<file path="config.mk">
export PLATFORM = sky130hd
export DESIGN_NAME = wdog_top
export DESIGN_NICKNAME = d
export VERILOG_FILES = /design/src/rtl/wdog_pkg.sv /design/src/rtl/wdog_unlock.sv /design/src/rtl/wdog_wake_hold.sv /design/src/rtl/wdog_counter.sv /design/src/rtl/wdog_pulse.sv /design/src/rtl/wdog_top.sv
export SDC_FILE = /design/constraint.sdc
export NUM_CORES = 1
export LEC_CHECK = 0
export ABC_AREA = 1
export BUFFER_PORTS_ARGS = -buffer_cell sky130_fd_sc_hd__buf_2
export CORE_ASPECT_RATIO = 1.75
export CORE_MARGIN = 4
export CORE_UTILIZATION = 55
export DETAILED_ROUTE_END_ITERATION = 8
export HOLD_SLACK_MARGIN = 0.03
export PLACE_DENSITY_LB_ADDON = 0.15
export SYNTH_ARGS = -nofsm -noshare
export SYNTH_HDL_FRONTEND = slang
export SYNTH_SLANG_ARGS = --single-unit
export TNS_END_PERCENT = 30
</file>
<file path="constraint.sdc">
create_clock -name clk_osc -period 2.3 [get_ports clk_osc]
set_input_delay 0.23 -clock clk_osc [delete_from_list [all_inputs] [get_ports clk_osc]]
set_output_delay 0.23 -clock clk_osc [all_outputs]
set_load 0.05 [all_outputs]
</file>
<file path="src/rtl/wdog_pkg.sv">
package wdog_pkg;
   localparam logic [7:0] WD_ADDR_DEF = 8'hA6;
   localparam logic [7:0] WD_KEY_FIRST = 8'h1E;
   localparam logic [7:0] WD_KEY_SECOND = 8'hE1;
   typedef enum logic [0:0] {KEY_IDLE, KEY_ARMED} key_state_t;
endpackage

</file>
<file path="src/rtl/wdog_unlock.sv">
module wdog_unlock #(
   parameter int AW = 8,
   parameter int DW = 8,
   parameter logic [AW-1:0] SVC_ADDR = wdog_pkg::WD_ADDR_DEF,
   parameter logic [DW-1:0] KEY_A = wdog_pkg::WD_KEY_FIRST,
   parameter logic [DW-1:0] KEY_B = wdog_pkg::WD_KEY_SECOND
) (
   input  logic          clk,
   input  logic          rst,
   input  logic          clr_i,
   input  logic          wr_en,
   input  logic [AW-1:0] wr_addr,
   input  logic [DW-1:0] wr_data,
   output logic          svc_o
);
   import wdog_pkg::*;

   initial assert (KEY_A != KEY_B) else $error("wdog_unlock: keys must differ");

   key_state_t state_q;
   logic       hit;

   assign hit = wr_en && (wr_addr == SVC_ADDR);

   always_ff @(posedge clk or posedge rst) begin
      if (rst) begin
         state_q <= KEY_IDLE;
         svc_o   <= 1'b0;
      end else begin
         svc_o <= 1'b0;
         if (clr_i) begin
            state_q <= KEY_IDLE;
         end else if (hit) begin
            if (state_q == KEY_ARMED && wr_data == KEY_B) begin
               svc_o   <= 1'b1;
               state_q <= KEY_IDLE;
            end else if (wr_data == KEY_A) begin
               state_q <= KEY_ARMED;
            end else begin
               state_q <= KEY_IDLE;
            end
         end
      end
   end

   // a service pulse only ever follows a second-key write to the service address
   assert_svc_after_key_R2: assert property (@(posedge clk) disable iff (rst)
      svc_o |-> $past(wr_en && wr_addr == SVC_ADDR && wr_data == KEY_B));
endmodule

</file>
<file path="src/rtl/wdog_wake_hold.sv">
module wdog_wake_hold (
   input  logic clk,
   input  logic rst,
   input  logic pd_i,
   input  logic irq_n_i,
   output logic run_o
);
   logic hold_q;

   always_ff @(posedge clk or posedge rst) begin
      if (rst) hold_q <= 1'b0;
      else if (pd_i && !irq_n_i) hold_q <= 1'b1;
      else if (!pd_i && irq_n_i) hold_q <= 1'b0;
   end

   assign run_o = !pd_i && !hold_q;

   // the hold is released only once the interrupt line is high
   assert_hold_release_R11: assert property (@(posedge clk) disable iff (rst)
      $fell(hold_q) |-> $past(irq_n_i));
endmodule

</file>
<file path="src/rtl/wdog_counter.sv">
module wdog_counter #(
   parameter int CNT_W = 14
) (
   input  logic clk,
   input  logic rst,
   input  logic clr_i,
   input  logic svc_i,
   input  logic tick_i,
   input  logic run_i,
   output logic en_o,
   output logic ovf_o
);
   localparam logic [CNT_W-1:0] CNT_MAX = {CNT_W{1'b1}};

   initial assert (CNT_W >= 2 && CNT_W <= 32) else $error("wdog_counter: CNT_W out of range");

   logic             en_q;
   logic [CNT_W-1:0] cnt_q;
   logic             adv;

   assign adv = en_q && tick_i && run_i && (cnt_q != CNT_MAX);

   always_ff @(posedge clk or posedge rst) begin
      if (rst) begin
         en_q  <= 1'b0;
         cnt_q <= '0;
      end else if (clr_i) begin
         en_q  <= 1'b0;
         cnt_q <= '0;
      end else if (svc_i) begin
         en_q  <= 1'b1;
         cnt_q <= '0;
      end else if (adv) begin
         cnt_q <= cnt_q + CNT_W'(1);
      end
   end

   assign en_o  = en_q;
   assign ovf_o = en_q && (cnt_q == CNT_MAX);

   // enable drops only through the expiry reset
   assert_no_soft_disable_R4: assert property (@(posedge clk) disable iff (rst)
      $fell(en_q) |-> $past(clr_i));
   // a qualified strobe advances the count by one
   assert_step_R5: assert property (@(posedge clk) disable iff (rst)
      (en_q && tick_i && run_i && !clr_i && !svc_i && !ovf_o) |=> (cnt_q == $past(cnt_q) + CNT_W'(1)));
   // without the run gate the count holds
   assert_frozen_R10: assert property (@(posedge clk) disable iff (rst)
      (!run_i && !svc_i && !clr_i) |=> $stable(cnt_q));
endmodule

</file>
<file path="src/rtl/wdog_pulse.sv">
module wdog_pulse #(
   parameter int PULSE_LEN = 98
) (
   input  logic clk,
   input  logic rst,
   input  logic ovf_i,
   output logic req_o
);
   localparam int PW = $clog2(PULSE_LEN + 1);

   initial assert (PULSE_LEN >= 2) else $error("wdog_pulse: PULSE_LEN too small");

   logic [PW-1:0] pcnt_q;

   always_ff @(posedge clk or posedge rst) begin
      if (rst) pcnt_q <= '0;
      else if (pcnt_q != '0) pcnt_q <= pcnt_q - PW'(1);
      else if (ovf_i) pcnt_q <= PW'(PULSE_LEN);
   end

   assign req_o = (pcnt_q != '0);

   // the request starts only on an expiry
   assert_start_on_ovf_R5: assert property (@(posedge clk) disable iff (rst)
      $rose(req_o) |-> $past(ovf_i));
endmodule

</file>
<file path="src/rtl/wdog_top.sv">
module wdog_top #(
   parameter int AW = 8,
   parameter int DW = 8,
   parameter logic [AW-1:0] SVC_ADDR = wdog_pkg::WD_ADDR_DEF,
   parameter int CNT_W = 14,
   parameter int PULSE_LEN = 98,
   parameter bit WAKE_HOLD = 1'b1
) (
   input  logic          clk_osc,
   input  logic          rst_hw,
   input  logic          mc_tick,
   input  logic          wr_en,
   input  logic [AW-1:0] wr_addr,
   input  logic [DW-1:0] wr_data,
   input  logic          pd_mode,
   input  logic          irq_n,
   input  logic          rsto_dis,
   output logic          rst_out,
   output logic          dev_rst_req
);
   initial assert (AW >= 1 && DW >= 8) else $error("wdog_top: bus too narrow");

   logic svc;
   logic run;
   logic cnt_en;
   logic ovf;
   logic req;

   wdog_unlock #(.AW(AW), .DW(DW), .SVC_ADDR(SVC_ADDR),
                 .KEY_A(DW'(wdog_pkg::WD_KEY_FIRST)), .KEY_B(DW'(wdog_pkg::WD_KEY_SECOND)))
   u_unlock (
      .clk(clk_osc), .rst(rst_hw), .clr_i(req),
      .wr_en(wr_en), .wr_addr(wr_addr), .wr_data(wr_data), .svc_o(svc));

   generate
      if (WAKE_HOLD) begin : g_hold
         wdog_wake_hold u_hold (
            .clk(clk_osc), .rst(rst_hw), .pd_i(pd_mode), .irq_n_i(irq_n), .run_o(run));
      end else begin : g_nohold
         logic unused_irq;
         assign unused_irq = irq_n;
         assign run = !pd_mode;
      end
   endgenerate

   wdog_counter #(.CNT_W(CNT_W)) u_cnt (
      .clk(clk_osc), .rst(rst_hw), .clr_i(req), .svc_i(svc),
      .tick_i(mc_tick), .run_i(run), .en_o(cnt_en), .ovf_o(ovf));

   wdog_pulse #(.PULSE_LEN(PULSE_LEN)) u_pulse (
      .clk(clk_osc), .rst(rst_hw), .ovf_i(ovf), .req_o(req));

   assign dev_rst_req = req;
   assign rst_out     = req && !rsto_dis;

   // no reset request unless the timer was on
   assert_only_when_on_R1: assert property (@(posedge clk_osc) disable iff (rst_hw)
      $rose(dev_rst_req) |-> $past(cnt_en));
   // the request is never seen while the timer is still on a cycle later
   assert_off_after_expiry_R9: assert property (@(posedge clk_osc) disable iff (rst_hw)
      $rose(dev_rst_req) |=> !cnt_en);
endmodule

</file>
==> run summary <==
Pins over their slew limit: 0
Diode count: 0
Final ANT Viol Nets: 0
Final nets: 264
Maximum vdd drop: 0.355 mV
Mean Syn Cell Area: 7.65 sq um
DRT Pass-1 Iters: 5
Most frequent cells after synthesis: nand2_1, inv_1, nor2_1
Synth Flop Type: dfrtp_1
R2r startpoint: u_pulse.pcnt_q[0]$_DFFE_PP0P_
Max Cap Viol: 0
Synth Register Bits: 25
Syn. warnings: 0
Worst slew pin tran: 0.422 ns
Gpl congestion: 0.876
Die Span Y: 79.0 um
Post-CTS setup buffer count: 0
Top-area cell type share of the netlist area: 0.395
Worst Hold Class: in2reg
Hold depth: 4
Worst reg-to-reg setup slack: 0.42 ns
Final worst path period share: 0.878
CTS Buf Count: 3
Root Driver: clkbuf_8
Initial DRC count: 51
Worst-path cell chain: inv_1 -> ha_1 -> nand4_4 -> inv_1 -> nor2_1 -> buf_2
Ratio of cells with drive above 1 in the final layout: 0.195
Clock Latency Late Sink: 0.28 ns
TNS Setup: 0 ns
Area growth, synth to finish: 13.4%
Synth Instances: 207
FP Rows: 25
RSZ-0062 raised after global routing: no
IO Port Bufs: 24
DRC violations left: 0
Cell taking the most area after synthesis: dfrtp_1
Avg WL per Cell: 13.8 um
Main area contributors after synthesis: dfrtp_1, nand2_1, inv_1
Post-DP HPWL: 2880 um
R2R Path End: u_cnt.cnt_q[6]$_DFFE_PP0P_
Sequential area share after synthesis: 0.395
Cells on worst reg2reg path: 8
Synth unique cells: 29
Worst Skew: 0.00327 ns
Clk sinks: 25
GRT Total Usage: 0.207
H-Tree Level Count: 1
Initial Util: 0.582
Final Hold Fails: 0
CTS tree: built
Die area: 0.00383 sq mm
Largest net degree at the start of global routing: 26
Number of global-route vias before repair: 1494
CTS Buffer Depth: 2
Max FO, Critical Path: 13
Critical Path AT: 1.79 ns
Final WL: 3630 um
Remaining global-route overflow: 0
# setup viols final: 0
Via count: 1453
Synth Net Count: 234
Routed vias/inst: 5.52
Pwr Density: 423 mW/mm^2
Worst Path Class, Setup: reg2out
CP most frequent cell: inv_1
Worst setup endpoint: rst_out
Crit path launch type: flip-flop
Width of the die: 48.6 um
First-pass GRT wire length: 6430 um
Reg clk slew, reported paths: 0.09 ns
Most frequent cell after synthesis: nand2_1
Asr flop ratio synth: 1.00
Status: complete, no violations
Final min period: 2.02 ns
# IOs: 25
Post-synth EDFFs: 0
Max-slew headroom: 0.718
Core area: 0.00272 sq mm
Worst Setup SP: u_pulse.pcnt_q[0]$_DFFE_PP0P_
Overall Power: 0.760 mW
Highest clock rate: 495 MHz
Required time worst endpoint: 2.07 ns
Setup crit end kind: output pin
Initial antenna violation count: 0
CP max stage cell: dfrtp_1
Leakage power figure: 0.956 nW
Worst path max stage delay: 0.41 ns
Post-synthesis cell area: 0.00158 sq mm
[logic make-up after synthesis]
family | Yosys count | synth area share
xor gates and xnor gates | 4 | 0.0221
and+or+nand+nor | 114 | 0.364
buffers and inverters | 32 | 0.0767
muxes | 1 | 0.00711
AOI/OAI and AO/OA | 27 | 0.104
adders and majority gates | 4 | 0.0316
DFF | 25 | 0.395
[flip-flops by register name, indices dropped and copies added, names as in the netlist]
signal	count
u_cnt.cnt_q	14
u_pulse.pcnt_q	7
u_unlock.state_q	1
u_cnt.en_o	1
g_hold.u_hold.hold_q	1
u_unlock.svc_o	1
[per-layer routing]
metal  part of all wire  track usage
met2               0.60        0.415
met5                  0            0
met4              0.021       0.0863
met3              0.022       0.0169
met1               0.36        0.208
[power breakdown]
part / internal [mW] / switching, mW
Sequential: 0.443 / 0.00178
Clock: 0.122 / 0.146
Combinational: 0.0238 / 0.0236
[worst max-delay path: cells and delay by family (launching register included)]
family                     cells  cell delay [ns]
buffers and inverters          3             0.68
and+or+nand+nor                2             0.23
DFF                            1             0.41
adders and majority gates      1             0.19
[timing repair]
| action | CTS | global route |
|---|---|---|
| hold buffers | 1 | 0 |
| gates resized for setup | 0 | 0 |
| hold endpoints to repair | 25 | 0 |
[metrics by stage]
stage               hold slack (ns)  setup WS (ns)  std cells  utilization  area (sq um)
global route                  0.235          0.197        263        0.660          1800
finish                        0.222          0.281        263        0.660          1800
global placement              0.292          0.596        258        0.639          1740
detailed placement            0.294          0.490        258        0.639          1740
CTS                           0.222          0.272        263        0.660          1800
floorplan                     0.257          0.256        207            -          1580
[worst min path at each step]
stage | start | end | slack [ns]
6_report | wr_data[4] | u_unlock.svc_o$_DFF_PP0_ | 0.22
5_1_grt | wr_data[4] | u_unlock.svc_o$_DFF_PP0_ | 0.23
4_1_cts | wr_data[4] | u_unlock.svc_o$_DFF_PP0_ | 0.22
3_5_place_dp | rst_hw | g_hold.u_hold.hold_q$_DFFE_PP0P_ | 0.29
3_3_place_gp | rst_hw | u_cnt.cnt_q[0]$_DFFE_PP0P_ | 0.29
2_1_floorplan | rst_hw | g_hold.u_hold.hold_q$_DFFE_PP0P_ | 0.26
[cell type report]
| class | instances | area [sq um] |
|---|---|---|
| Inverter | 31 | 116 |
| Clock buffer | 3 | 41.3 |
| Tap cell | 27 | 33.8 |
| Fill cell | 229 | 926 |
| Sequential cell | 25 | 626 |
| Timing Repair Buffer | 26 | 138 |
| Clock inverter | 1 | 5.00 |
| Multi-Input combinational cell | 150 | 836 |
[cells in the final DEF, fill, tap and decap left out, types with 4 or more instances in the layout]
master,netlist,layout
inv_1,30,30
nor2_4,5,5
nand2_1,46,46
dfrtp_1,25,25
o21bai_1,4,4
ha_1,4,4
nor2_1,28,28
o21ai_0,5,5
o21ai_1,8,8
buf_2,1,24
nand3_1,10,10
nand4_1,12,12
a21oi_1,7,7
(Power assumes the default switching activity.)
